--- config.mk ---
export PLATFORM = sky130hd
export DESIGN_NAME = sfu_status_unit
export DESIGN_NICKNAME = d
export VERILOG_FILES = /design/src/rtl/sfu_pkg.sv /design/src/rtl/sfu_flag_alu.sv /design/src/rtl/sfu_mode_couple.sv /design/src/rtl/sfu_event_reg.sv /design/src/rtl/sfu_status_unit.sv
export SDC_FILE = /design/constraint.sdc
export NUM_CORES = 1
export LEC_CHECK = 0
export ABC_CLOCK_PERIOD_IN_PS = 3850
export BUFFER_PORTS_ARGS = -buffer_cell sky130_fd_sc_hd__buf_2
export CAP_MARGIN = 40
export CORE_MARGIN = 3
export CORE_UTILIZATION = 40
export CTS_CLUSTER_DIAMETER = 40
export DETAILED_ROUTE_END_ITERATION = 7
export PLACE_DENSITY = 0.75
export RECOVER_POWER = 100
export SETUP_SLACK_MARGIN = 0.3
export SYNTH_ARGS = -nofsm -noshare
export SYNTH_HDL_FRONTEND = slang
export SYNTH_SLANG_ARGS = --single-unit
--- constraint.sdc ---
create_clock -name clk -period 3.85 [get_ports clk]
set_input_delay 1.155 -clock clk [delete_from_list [all_inputs] [get_ports clk]]
set_output_delay 1.155 -clock clk [all_outputs]
set_load 0.02 [all_outputs]
--- src/rtl/sfu_pkg.sv ---
// Package: shared operation codes and status bit positions for the
// status-flag unit. Assumes the fixed layout N V M X D I Z C.
package sfu_pkg;
    localparam int unsigned ST_W   = 8;
    localparam int unsigned BIT_C  = 0;
    localparam int unsigned BIT_Z  = 1;
    localparam int unsigned BIT_I  = 2;
    localparam int unsigned BIT_D  = 3;
    localparam int unsigned BIT_X  = 4;
    localparam int unsigned BIT_M  = 5;
    localparam int unsigned BIT_V  = 6;
    localparam int unsigned BIT_N  = 7;

    typedef enum logic [2:0] {
        OP_NONE    = 3'd0,
        OP_XCHG    = 3'd1,
        OP_CLR     = 3'd2,
        OP_SET     = 3'd3,
        OP_RESTORE = 3'd4,
        OP_SPLOAD  = 3'd5
    } sfu_op_e;

    typedef struct packed {
        logic idx_clr;
        logic sp_force;
        logic recheck;
        logic wchg;
    } sfu_evt_t;
endpackage

--- src/rtl/sfu_flag_alu.sv ---
// Module: raw next-state logic for status and emulation bit.
// Computes what each operation writes before mode coupling is applied.
// Assumes op_code values from sfu_pkg; unknown codes hold the state.
module sfu_flag_alu
    import sfu_pkg::*;
#(
    parameter int unsigned W = ST_W
) (
    input  logic         op_valid,
    input  logic [2:0]   op_code,
    input  logic [W-1:0] op_data,
    input  logic [W-1:0] cur_st,
    input  logic         cur_emu,
    output logic [W-1:0] raw_st,
    output logic         raw_emu,
    output logic         accepted
);
    logic is_xchg, is_clr, is_set, is_rest, is_spld;

    // Decode the operation class once for all bit slices.
    always_comb begin
        is_xchg = op_valid && (op_code == OP_XCHG);
        is_clr  = op_valid && (op_code == OP_CLR);
        is_set  = op_valid && (op_code == OP_SET);
        is_rest = op_valid && (op_code == OP_RESTORE);
        is_spld = op_valid && (op_code == OP_SPLOAD);
        accepted = is_xchg || is_clr || is_set || is_rest || is_spld;
    end

    // One slice per status bit; the carry slice also takes the exchange.
    for (genvar i = 0; i < W; i++) begin : g_bit
        if (i == BIT_C) begin : g_carry
            // Carry slice: exchange takes the old emulation bit.
            always_comb begin
                if (is_xchg)      raw_st[i] = cur_emu;
                else if (is_clr)  raw_st[i] = cur_st[i] & ~op_data[i];
                else if (is_set)  raw_st[i] = cur_st[i] | op_data[i];
                else if (is_rest) raw_st[i] = op_data[i];
                else              raw_st[i] = cur_st[i];
            end
        end else begin : g_plain
            // Ordinary slice: mask clear, mask set or load.
            always_comb begin
                if (is_clr)       raw_st[i] = cur_st[i] & ~op_data[i];
                else if (is_set)  raw_st[i] = cur_st[i] | op_data[i];
                else if (is_rest) raw_st[i] = op_data[i];
                else              raw_st[i] = cur_st[i];
            end
        end
    end

    // Exchange moves the old carry into the emulation bit.
    always_comb begin
        raw_emu = is_xchg ? cur_st[BIT_C] : cur_emu;
    end
endmodule

--- src/rtl/sfu_mode_couple.sv ---
// Module: applies mode coupling to the raw next state and works out the
// side-effect requests. Assumes the high-byte inputs are valid in the
// cycle the operation is accepted.
module sfu_mode_couple
    import sfu_pkg::*;
#(
    parameter int unsigned W       = ST_W,
    parameter int unsigned HB_W    = 8,
    parameter logic [7:0]  SP_PAGE = 8'h01
) (
    input  logic            accepted,
    input  logic [2:0]      op_code,
    input  logic [W-1:0]    cur_st,
    input  logic [W-1:0]    raw_st,
    input  logic            raw_emu,
    input  logic [HB_W-1:0] x_hi,
    input  logic [HB_W-1:0] y_hi,
    input  logic [HB_W-1:0] sp_hi,
    output logic [W-1:0]    next_st,
    output logic            next_emu,
    output sfu_evt_t        evt_d
);
    localparam logic [W-1:0] WIDTH_MASK = (W'(1) << BIT_M) | (W'(1) << BIT_X);

    logic sp_touch;

    // Emulation forces both width flags on top of what was written.
    always_comb begin
        next_emu = raw_emu;
        next_st  = raw_emu ? (raw_st | WIDTH_MASK) : raw_st;
    end

    // Side-effect requests, evaluated on the coupled next state.
    always_comb begin
        sp_touch       = (op_code == OP_XCHG) || (op_code == OP_SPLOAD);
        evt_d.idx_clr  = accepted && next_st[BIT_X] && ((x_hi | y_hi) != '0);
        evt_d.sp_force = accepted && sp_touch && next_emu && (sp_hi != HB_W'(SP_PAGE));
        evt_d.recheck  = accepted && ((op_code == OP_CLR) || (op_code == OP_RESTORE));
        evt_d.wchg     = accepted && ((next_st & WIDTH_MASK) != (cur_st & WIDTH_MASK));
    end
endmodule

--- src/rtl/sfu_event_reg.sv ---
// Module: registers the side-effect requests into one-cycle pulses.
// Assumes requests are only raised in cycles with an accepted operation.
module sfu_event_reg
    import sfu_pkg::*;
(
    input  logic     clk,
    input  logic     rst_n,
    input  sfu_evt_t evt_d,
    output sfu_evt_t evt_q
);
    // Pulse register; cleared by reset.
    always_ff @(posedge clk) begin
        if (!rst_n) evt_q <= '0;
        else        evt_q <= evt_d;
    end
endmodule

--- src/rtl/sfu_status_unit.sv ---
// Module: top of the status-flag unit. Holds the status byte and the
// emulation bit, and exposes the coupled side-effect pulses one cycle
// after the operation. Assumes one operation per cycle at most.
module sfu_status_unit
    import sfu_pkg::*;
#(
    parameter int unsigned W        = ST_W,
    parameter int unsigned HB_W     = 8,
    parameter logic [7:0]  SP_PAGE  = 8'h01,
    parameter logic [7:0]  RST_STAT = 8'h34
) (
    input  logic            clk,
    input  logic            rst_n,
    input  logic            op_valid,
    input  logic [2:0]      op_code,
    input  logic [W-1:0]    op_data,
    input  logic [HB_W-1:0] x_hi,
    input  logic [HB_W-1:0] y_hi,
    input  logic [HB_W-1:0] sp_hi,
    output logic [W-1:0]    status,
    output logic            emu,
    output logic            idx_hi_clr,
    output logic            sp_hi_force,
    output logic            irq_recheck,
    output logic            width_chg
);
    logic [W-1:0] st_q, raw_st, next_st;
    logic         emu_q, raw_emu, next_emu, accepted;
    sfu_evt_t     evt_d, evt_q;

    sfu_flag_alu #(.W(W)) u_alu (
        .op_valid (op_valid),
        .op_code  (op_code),
        .op_data  (op_data),
        .cur_st   (st_q),
        .cur_emu  (emu_q),
        .raw_st   (raw_st),
        .raw_emu  (raw_emu),
        .accepted (accepted)
    );

    sfu_mode_couple #(.W(W), .HB_W(HB_W), .SP_PAGE(SP_PAGE)) u_couple (
        .accepted (accepted),
        .op_code  (op_code),
        .cur_st   (st_q),
        .raw_st   (raw_st),
        .raw_emu  (raw_emu),
        .x_hi     (x_hi),
        .y_hi     (y_hi),
        .sp_hi    (sp_hi),
        .next_st  (next_st),
        .next_emu (next_emu),
        .evt_d    (evt_d)
    );

    sfu_event_reg u_evt (
        .clk   (clk),
        .rst_n (rst_n),
        .evt_d (evt_d),
        .evt_q (evt_q)
    );

    // Architectural state: status byte and emulation bit.
    always_ff @(posedge clk) begin
        if (!rst_n) begin
            st_q  <= W'(RST_STAT);
            emu_q <= 1'b1;
        end else if (accepted) begin
            st_q  <= next_st;
            emu_q <= next_emu;
        end
    end

    // Drive the outputs from the registered state and pulses.
    always_comb begin
        status      = st_q;
        emu         = emu_q;
        idx_hi_clr  = evt_q.idx_clr;
        sp_hi_force = evt_q.sp_force;
        irq_recheck = evt_q.recheck;
        width_chg   = evt_q.wchg;
    end
endmodule

After elaboration in Yosys (flattened, before gate mapping). Cells that the tools add are included.

Bits in registers: 13. Output and inout port bits: 13. Logic and storage cells: 84.

Eq/ne operators: 7. Multiplexer cells: 27. Bitwise gates (word level): 25. Reductions and logical operators: 19.

Operators with widths (number): $mux 1 (26); $logic_and 1x1->1 (12); $and 1x1->1 (8); $ne 8x1->1 const B (1); $not 1->1 (8); $or 1x1->1 (8); $or 8x8->8 (1); $reduce_bool 8->1 (1); $eq 3x2->1 const B (2); $eq 3x3->1 const B (2); $logic_or 1x1->1 (6); $mux 6 (1); $eq 3x1->1 const B (1); $ne 2x2->1 (1).

Logic depth before layout (Yosys ltp). Gate-level depths: netlist of run 1.

Word-level depth: 9. Depth in mapped cells: 5. Depth with buffers taken out: 4.

Modules after synthesis. A second synthesis of run 1 with hierarchy kept.

Cells, all modules: 115. Area, all modules: 1003.5 µm².

By module, submodules not included: sfu_flag_alu (times used 1, cells each 55, area each 372.9 µm², seq. area each 0.0 µm²); sfu_status_unit (times used 1, cells each 28, area each 327.8 µm², seq. area each 180.2 µm²); sfu_mode_couple (times used 1, cells each 24, area each 197.7 µm², seq. area each 0.0 µm²); sfu_event_reg (times used 1, cells each 8, area each 105.1 µm², seq. area each 80.1 µm²).

Least setup slack after synthesis of run 1. No wires, ideal clock.

Path type: input port to flip-flop. From: input port op_code[0]. To: register u_evt.evt_q[0] (netlist name). Setup time: 0.077 ns. Arrival time: 2.622 ns. Path slack: 1.151 ns. Cell stages on the path: 5. Cell sequence: buf_6 -> nor4bb_4 -> mux2_4 -> or4_1 -> a41oi_2.

Word-level cells in the longest chain between the ends: 8. Elaborated cells between the ends (all ways): 24. Classes of those cells: 6 x eq/ne; 8 x mux; 10 x reduce/logical.

RTL lines: start: declaration (line sfu_status_unit.sv:15) `input logic [2:0] op_code,`; $eq 3x3->1 (line sfu_flag_alu.sv:25) `is_rest = op_valid && (op_code == OP_RESTORE);`; $logic_and 1x1->1 (line sfu_flag_alu.sv:25); $mux 1 (line sfu_flag_alu.sv:46) `else if (is_rest) raw_st[i] = op_data[i];`; $mux 1 (line sfu_flag_alu.sv:45) `else if (is_set) raw_st[i] = cur_st[i] | op_data[i];`; $mux 1 (line sfu_flag_alu.sv:44) `if (is_clr) raw_st[i] = cur_st[i] & ~op_data[i];`; $mux 6 (line sfu_mode_couple.sv:30) `next_st = raw_emu ? (raw_st | WIDTH_MASK) : raw_st;`; $ne 2x2->1 (line sfu_mode_couple.sv:39) `evt_d.wchg = accepted && ((next_st & WIDTH_MASK) != (cur_st & WIDTH_MASK));`; $logic_and 1x1->1 (*) (line sfu_mode_couple.sv:39).

Mark *: on every way between the ends. The rest lies on a longest branch, timed or not. A chain may end at the register's enable or synchronous reset.

Worst setup path after layout of run 1.
From: input port op_code[1]. To: register u_evt.evt_q[0] (netlist name).

Word-level cells in the longest chain between the ends: 8. Elaborated cells between the ends (all ways): 24. Classes of those cells: 6 x eq/ne; 8 x mux; 10 x reduce/logical.

RTL lines (line): $eq 3x3->1 (sfu_flag_alu.sv:25); $logic_and 1x1->1 (sfu_flag_alu.sv:25); $mux 1 (sfu_flag_alu.sv:46); $mux 1 (sfu_flag_alu.sv:45); $mux 1 (sfu_flag_alu.sv:44); $mux 6 (sfu_mode_couple.sv:30); $ne 2x2->1 (sfu_mode_couple.sv:39); $logic_and 1x1->1 (*) (sfu_mode_couple.sv:39).

Marked as above.

==> run_results.csv, run 1 <==
group,metric,value,unit
global_routing,grtUsageMet3,0.0302,
routing,wl_per_cell,12.4,um
yosys,synth_top_family_by_area,"simple AND/OR/NAND/NOR gates",
yosys,muxShareOfSynthArea,0.0450,
sta,fmax,337,MHz
cells_and_area,nNetsFinal,186,
routing,route.detailed.drc,0,
clock_tree,path_clk_slew,80,ps
sta,finalCritPeriodShare,0.771,
clock_tree,post-cts-setup-buffers,0,
routing,ant_nets,0,
setup_path,crit_fanout,13,
floorplanning,dieHeight,50.1,um
setup_path,critical_path_required,4050,ps
cells_and_area,drive_gt1_frac,0.272,
pwr,power,0.296,mW
placement,gp_congestion,0.815,
clock_tree,cts_hold_buffers,0,
min_path,hp-class,"reg -> reg",
yosys,synth_cells,97,
cells_and_area,diodes,0,
sta,drv_slew,0,
yosys,synth_cell_types,31,
placement,dp.cells,168,
sta,holdWs,482,ps
global_routing,antenna_found_initial,0,
yosys,netlist_area,778,sq um
sta,hold_viol,0,
yosys,yosysSeqAreaShare,0.334,
cells_and_area,final_cell_mix,"buf_2, clkbuf_1, dfxtp_1",
global_routing,grt_max_degree,14,
routing,vias,904,
yosys,synth-compound-area-share,0.209,
routing,first_pass_iters,4,
placement,dpl.hpwl,1700,um
floorplanning,num_rows,15,
sta,setup_viol_count_final,0,
floorplanning,io_pins,51,
routing,wirelength,2130,um
clock_tree,cts_tree,"built",
yosys,ys.flop_type,"dfxtp_1",
sta,fin_skew,5.64,ps
global_routing,grt_pass1_vias,822,
clock_tree,cts_buffers,3,
routing,drt_iter0_drc,12,
floorplanning,core,1780,sq um
placement,portBuffers,50,
setup_path,crit_type,"in -> reg",
clock_tree,clock_sinks,13,
clock_tree,cts_buffer_depth,2,
global_routing,grt_use_total,0.179,
sta,worst_pin_slew,629,ps
yosys,syn-num-nets,135,
run_status,status,"finished clean",
clock_tree,cts_resized,0,
cells_and_area,syn_to_final_growth,30.1,%
floorplanning,die_x,50.1,um
setup_path,end_kind,"flop",
sta,fin_ws,882,ps
placement,place_ws,979,ps
sta,min_period,2970,ps
clock_tree,clock_latency,280,ps
sta,maxSlewHeadroom,0.575,
clock_tree,cts-root-buf,"clkbuf_4",
floorplanning,design.die.area,2510,sq um
global_routing,met2_usage,0.317,
cells_and_area,layout_commonest_cell,"buf_2",
global_routing,grt-ovfl-total,0,
yosys,synth_fa_ha_area_frac,0,
setup_path,worst_setup_path_start_kind,"primary input",
routing,viasPerCell,5.26,
yosys,synth_area_per_cell,8.02,sq um
clock_tree,cts_max_level,1,
pwr,p_leak,0.438,nW
global_routing,grt_first_pass_wirelength,3490,um
yosys,ys_warn_count,0,
global_routing,grt-busiest-layer,"met2",
yosys,yosys.area_share.simple,0.349,
yosys,ys_ff_latch,13,
job,drv_cap,0,
yosys,synth_xor_area_frac,0,
cells_and_area,finalNonFillerCells,172,
pwr,peakVddDrop,0.183,mV
cells_and_area,n_fill_cell,184,
sta,setup_tns,0,ps
pwr,power_density,292,nW/um^2
global_routing,use_met1,0.205,
floorplanning,start_util,0.436,
setup_path,arrival,3170,ps
yosys,synth-edff-count,0,
yosys,async_flop_share,0,
sta,rsz0062_at_grt,"no",
[layout make-up]
cell class                 instances  area (sq um)  share of cell area
multi-input combinational         75           443               0.438
sequential                        13           260               0.257
timing repair buffer              50           233               0.230
tap                               25          31.3              0.0309
clock buffer                       4          26.3              0.0260
inverter                           5          18.8              0.0185
[registers in the layout, indices dropped and copies added, names as in the netlist]
name / cells
emu: 1
status: 8
u_evt.evt_q: 4
[where the power goes]
| part | switching (mW) | internal (mW) | leakage [nW] |
|---|---|---|---|
| Combinational | 0.0364 | 0.0281 | 0.317 |
| Sequential | 0.00343 | 0.140 | 0.106 |
| Clock | 0.0476 | 0.0403 | 0.0150 |
[worst max-delay path, stage by stage]
cell	delay, ps
clkbuf_1	210
nor4bb_1	630
mux2_1	450
or4_1	510
a41oi_1	210
[cells in the mapped netlist, types with 2 or more instances]
library cell	instances	share of area
inv_1	5	0.024
or4_1	2	0.019
nand2_1	10	0.048
and2b_1	2	0.019
a21oi_1	10	0.064
buf_6	2	0.029
dfxtp_1	13	0.33
nor2b_1	3	0.024
mux2i_1	2	0.026
and3b_1	2	0.023
nor2_1	8	0.039
nor4_1	5	0.040
o21ai_0	11	0.071
clkbuf_1	2	0.0096
nand3_1	2	0.013
nand3b_1	2	0.019
nor3_1	2	0.013
[worst paths after layout]
| check | start | end | slack (ps) | cells past startpoint |
|---|---|---|---|---|
| worst max-delay path | op_code[1] | u_evt.evt_q[0] | 880 | 5 |
| worst min-delay path | status[3] | status[3] | 480 | 2 |
| worst min register to register | status[3] | status[3] | 480 | 2 |
| worst max register to register | status[0] | u_evt.evt_q[0] | 2310 | 3 |
[metrics by stage]
step                      area (sq um)   util
final                             1010  0.568
after global routing              1010  0.568
after CTS                         1060  0.592
after detailed placement          1030  0.578
after global placement            1030  0.578
after floorplan                    778      -
[kinds of logic (layout without fill, tap and decap cells)]
logic type             count (synthesis)  after routing
buffers and inverters                  9             59
AOI/OAI and AO/OA                     27             27
and+or+nand+nor                       45             45
muxes                                  3              3
DFF                                   13             13
[routing by layer]
| metal | up-vias | part of all wire |
|---|---|---|
| met4 | 0 | 0.018 |
| li1 | 458 | - |
| met3 | 5 | 0.063 |
| met2 | 38 | 0.51 |
| met1 | 403 | 0.41 |
| met5 | - | 0 |
(Power assumes the default switching activity.)
==> run 2: changes to the inputs <==
Settings changed: ABC_AREA set to 1, ABC_CLOCK_PERIOD_IN_PS 3850 to 2900, CORE_UTILIZATION 40 to 39.
Clock period 3.85 ns to 2.9 ns, I/O delays scaled along.
==> run 2 against run 1 <==
Worst hold slack got worse by 17 ps. Critical path type unchanged. Clock skew is 4.4 ps lower. Cell count up 6.4%. Die area fell by 5.3%. Power rose by 34%. Critical endpoint unchanged. Utilization is 4.0 points higher. First-iteration DRC count rose by 140%. Sequential power is 34% higher. Sequential cell count is the same. Routed wire length shrank 1.0%. Register-to-register slack got worse by 870 ps. Setup slack lost 240 ps.
==> run_results.csv, run 2 <==
group,metric,value,unit
pwr,p_leak,0.466,nW
clock_tree,cts_buffers,3,
yosys,yosys-top-cells-area,"dfxtp_1, nand2_1, nand3_1",
sta,hold_viol,0,
clock_tree,cts_buffer_depth,2,
placement,dpl.hpwl,1710,um
global_routing,grt_pass1_vias,848,
setup_path,arrival,2430,ps
sta,rsz0062_at_grt,"no",
job,drv_cap,0,
yosys,muxShareOfSynthArea,0,
pwr,p_sw_frac,0.305,
clock_tree,cts_hold_buffers,0,
floorplanning,num_rows,14,
pwr,p_sw,0.121,mW
cells_and_area,largest_reg_flops,8,
pwr,combPwrFrac,0.225,
yosys,synth_cells,105,
global_routing,antenna_found_initial,0,
cells_and_area,diodes,0,
floorplanning,design.die.area,2380,sq um
setup_path,r2r_slack,1440,ps
cells_and_area,final_cell_mix,"buf_2, nand2_1, clkbuf_1",
yosys,synth_top_family_by_area,"simple AND/OR/NAND/NOR gates",
global_routing,grt_max_degree,9,
sta,finalCritPeriodShare,0.778,
routing,viasPerCell,4.98,
yosys,synth_area_per_cell,6.79,sq um
yosys,async_flop_share,0,
sta,min_period,2260,ps
pwr,p_seq_frac,0.483,
routing,ant_nets,0,
routing,wirelength,2110,um
yosys,synth-edff-count,0,
routing,first_pass_iters,5,
sta,drv_slew,0,
yosys,synth_xor_area_frac,0,
clock_tree,cts_resized,0,
yosys,ys_warn_count,0,
yosys,yosysSeqAreaShare,0.365,
run_status,status,"finished clean",
floorplanning,core,1610,sq um
placement,portBuffers,50,
setup_path,crit_fanout,6,
sta,fin_ws,643,ps
routing,route.detailed.drc,0,
global_routing,grt-ovfl-total,0,
setup_path,worst_setup_path_start_kind,"primary input",
sta,fin_skew,1.22,ps
yosys,ys_ff_latch,13,
floorplanning,dieHeight,48.8,um
sta,fmax,443,MHz
sta,maxSlewHeadroom,0.504,
floorplanning,io_pins,51,
cells_and_area,drive_gt1_frac,0.277,
yosys,yosys.area_share.simple,0.433,
placement,gp_congestion,0.788,
clock_tree,cts_tree,"built",
sta,setup_viol_count_final,0,
yosys,synth_fa_ha_area_frac,0,
yosys,synth-compound-area-share,0.137,
sta,worst_pin_slew,736,ps
setup_path,critical_path_required,3080,ps
pwr,power_density,406,nW/um^2
clock_tree,cts_max_level,1,
yosys,synth_area_leader_cell,"dfxtp_1",
cells_and_area,syn_to_final_growth,37.4,%
global_routing,grt_first_pass_wirelength,3480,um
cells_and_area,nNetsFinal,198,
sta,holdWs,464,ps
setup_path,reg2reg_depth,6,
routing,vias,911,
setup_path,end_kind,"flop",
clock_tree,path_clk_slew,80,ps
yosys,syn-num-nets,143,
sta,setup_tns,0,ps
yosys,synthTopCellsByCount,"nand2_1, dfxtp_1, nand3_1",
floorplanning,start_util,0.443,
yosys,ys.flop_type,"dfxtp_1",
cells_and_area,finalNonFillerCells,183,
routing,wl_per_cell,11.5,um
global_routing,grt_use_total,0.181,
placement,place_ws,862,ps
clock_tree,clock_latency,280,ps
routing,drt_iter0_drc,29,
cells_and_area,n_fill_cell,182,
setup_path,crit_type,"in -> reg",
yosys,netlist_area,713,sq um
clock_tree,post-cts-setup-buffers,0,
pwr,power,0.398,mW
yosys,synth_cell_types,22,
min_path,whs_path_depth,2,
pwr,clkPwrFrac,0.291,
clock_tree,cts-root-buf,"clkbuf_4",
floorplanning,die_x,48.8,um
pwr,peakVddDrop,0.317,mV
cells_and_area,layout_commonest_cell,"buf_2",
min_path,hp-class,"reg -> reg",
clock_tree,clock_sinks,13,
yosys,synth_top_area_share,0.365,
pwr,p_int,0.276,mW
placement,dp.cells,179,
yosys,yosys.cell_count.top_type,"nand2_1",
==> run 2: cell types whose count changed in the layout (fill, tap and decap cells not counted), sizes merged, moves of 3 or more <==
| cell | previous run | this run |
|---|---|---|
| a21oi | 10 | 5 |
| inv | 5 | 11 |
| nand2 | 10 | 36 |
| nand3 | 2 | 12 |
| nor2b | 3 | 0 |
| o21ai | 11 | 8 |
==> run 2: cell families (layout without fill, tap and decap cells) <==
kind of cell | after synthesis | count (layout)
AOI/OAI and AO/OA | 16 | 16
and+or+nand+nor | 64 | 64
buffers and inverters | 12 | 66
DFF | 13 | 13
==> run 2: power groups by stage <==
stage | clock (mW) | combinational (mW) | sequential, mW
2_1_floorplan | 0 | 0.0387 | 0.207
3_3_place_gp | 0 | 0.0923 | 0.196
3_5_place_dp | 0 | 0.0943 | 0.196
4_1_cts | 0.118 | 0.0951 | 0.192
5_1_grt | 0.124 | 0.101 | 0.194
6_report | 0.116 | 0.0896 | 0.192
==> run 2: critical path: stages <==
cell,delay [ps]
clkbuf_1,110
nand2_1,100
nor2_1,60
nand2_1,110
clkinvlp_2,140
o21ai_0,600
nand2_1,160
nand2_1,90
nand2_1,50
nor2_1,100
nor2_1,40
==> run 2: through the flow <==
stage | area (sq um) | utilization
final | 980 | 0.608
after global routing | 980 | 0.608
after CTS | 1020 | 0.633
after detailed placement | 993 | 0.616
after global placement | 993 | 0.616
after floorplan | 713 | -
==> run 2: layer usage <==
metal	wire length, um	part of all wire	track usage
met1	862	0.41	0.210
met3	180	0.085	0.0552
met5	0	0	0
met2	1050	0.50	0.321
met4	11	0.0052	0.0427
==> run 2: area by class of cell <==
type	instances	area, sq um	area share
Clock buffer	4	26.3	0.0268
Inverter	12	46.3	0.0473
Multi-Input combinational cell	80	385	0.393
Sequential cell	13	260	0.266
Tap cell	24	30.0	0.0307
Timing Repair Buffer	50	231	0.236
==> run 2: final timing paths <==
check	startpoint	to
setup / recovery	op_code[0]	u_evt.evt_q[0]
hold / removal	status[7]	status[7]
setup reg to reg	emu	u_evt.evt_q[0]
hold reg to reg	status[7]	status[7]
==> run 3: changes to the inputs <==
Settings changed: ABC_CLOCK_PERIOD_IN_PS 2900 to 2200.
Clock period 2.9 ns to 2.2 ns, I/O delays scaled along.
==> run 3 against run 2 <==
Largest cell class unchanged. Setup slack worse by 130 ps. Combinational power is 33% higher. Clock skew hardly changed. Design area is 1.0% higher. Cell count stayed put. Utilization is 0.62 points higher. Power is 31% higher.
==> run_results.csv, run 3 (synthesis results as in run 2) <==
group,metric,value,unit
clock_tree,post-cts-setup-buffers,0,
setup_path,slowest_stage,"nand2_1",
placement,gp_congestion,0.788,
floorplanning,design.die.area,2380,sq um
clock_tree,cts_max_level,1,
setup_path,end_kind,"flop",
pwr,power,0.521,mW
sta,rsz0062_at_grt,"no",
global_routing,grt_use_total,0.165,
global_routing,grt_pass1_vias,832,
pwr,peakVddDrop,0.406,mV
floorplanning,core,1610,sq um
floorplanning,num_rows,14,
sta,hold_viol,0,
setup_path,critPathTopFamily,"simple AND/OR/NAND/NOR gates",
run_status,status,"finished clean",
sta,drv_slew,0,
sta,holdWs,464,ps
cells_and_area,layout_commonest_cell,"buf_2",
cells_and_area,largest_reg_flops,8,
clock_tree,cts_resized,0,
routing,viasPerCell,4.86,
global_routing,grt-ovfl-total,0,
routing,ant_nets,0,
sta,worst_pin_slew,280,ps
sta,setup_viol_count_final,0,
sta,fin_skew,1.41,ps
cells_and_area,nNetsFinal,198,
floorplanning,start_util,0.443,
cells_and_area,syn_to_final_growth,38.8,%
sta,fin_ws,510,ps
global_routing,antenna_found_initial,0,
global_routing,grt_first_pass_wirelength,3260,um
routing,route.detailed.drc,0,
clock_tree,path_clk_slew,80,ps
clock_tree,clock_sinks,13,
sta,fmax,592,MHz
setup_path,crit_fanout,7,
clock_tree,cts_tree,"built",
setup_path,cp_num_buf_inv,2,
sta,maxSlewHeadroom,0.814,
clock_tree,cts_buffer_depth,2,
setup_path,r2r_slack,1190,ps
clock_tree,cts-root-buf,"clkbuf_4",
min_path,hp-class,"reg -> reg",
floorplanning,io_pins,51,
routing,drt_iter0_drc,33,
routing,vias,890,
placement,place_ws,393,ps
routing,first_pass_iters,4,
sta,finalCritPeriodShare,0.768,
setup_path,crit_chain,"clkbuf_1 -> nor2_1 -> nand3_1 -> nand2_1 -> nor2_1 -> inv_1 -> nand2_1 -> nor3_1",
cells_and_area,drive_gt1_frac,0.289,
cells_and_area,diodes,0,
floorplanning,die_x,48.8,um
routing,wl_per_cell,11.0,um
sta,min_period,1690,ps
clock_tree,clock_latency,270,ps
clock_tree,cts_hold_buffers,0,
setup_path,critical_path_required,2390,ps
placement,portBuffers,50,
global_routing,grt_max_degree,9,
setup_path,worst_setup_path_start_kind,"primary input",
setup_path,arrival,1880,ps
setup_path,max_stage_delay,230,ps
sta,setup_tns,0,ps
cells_and_area,final_cell_mix,"buf_2, nand2_1, clkbuf_1",
routing,wirelength,2020,um
setup_path,crit_type,"in -> reg",
placement,dpl.hpwl,1690,um
floorplanning,dieHeight,48.8,um
pwr,power_density,527,nW/um^2
pwr,p_leak,0.478,nW
clock_tree,cts_buffers,3,
job,drv_cap,0,
-- run 3: area by class of cell --
class / instances / area [sq um]
clock buffer: 4 / 26.3
fill: 165 / 622
inverter: 12 / 46.3
multi-input combinational: 80 / 394
sequential: 13 / 260
tap: 24 / 30.0
timing repair buffer: 50 / 233
-- run 3: worst reg2reg max path: cells and delay by family, from the launching register on --
kind | cells | cell delay [ps]
AOI/OAI and AO/OA | 1 | 220
DFF | 1 | 350
and+or+nand+nor | 5 | 340
-- run 3: final timing paths --
check | from | to | cells after the start
worst min-delay path | status[7] | status[7] | 2
worst max-delay path | op_code[1] | u_evt.evt_q[2] | 8
worst min register to register | status[7] | status[7] | 2
worst max register to register | emu | u_evt.evt_q[0] | 6
-- run 3: report_power, final --
| part | leakage, nW | switching [mW] | internal, mW | total [mW] |
|---|---|---|---|---|
| sequential | 0.106 | 0.00719 | 0.246 | 0.254 |
| combinational | 0.357 | 0.0702 | 0.0485 | 0.119 |
| clock | 0.0150 | 0.0787 | 0.0702 | 0.149 |
| total | 0.478 | 0.156 | 0.365 | 0.521 |
-- run 3: per-stage QoR --
stage,utilization,instance area (sq um),std cells
final,0.614,990,183
after global routing,0.614,990,183
after CTS,0.633,1020,183
after detailed placement,0.616,993,179
after global placement,0.616,993,179
after floorplan,-,713,105
-- run 3: routing by layer --
metal	vias up	GRT usage	wire [um]
met5	-	0	0
met4	0	0.0142	4
met3	2	0.0460	174
met2	38	0.303	1000
met1	392	0.197	837
li1	458	-	-
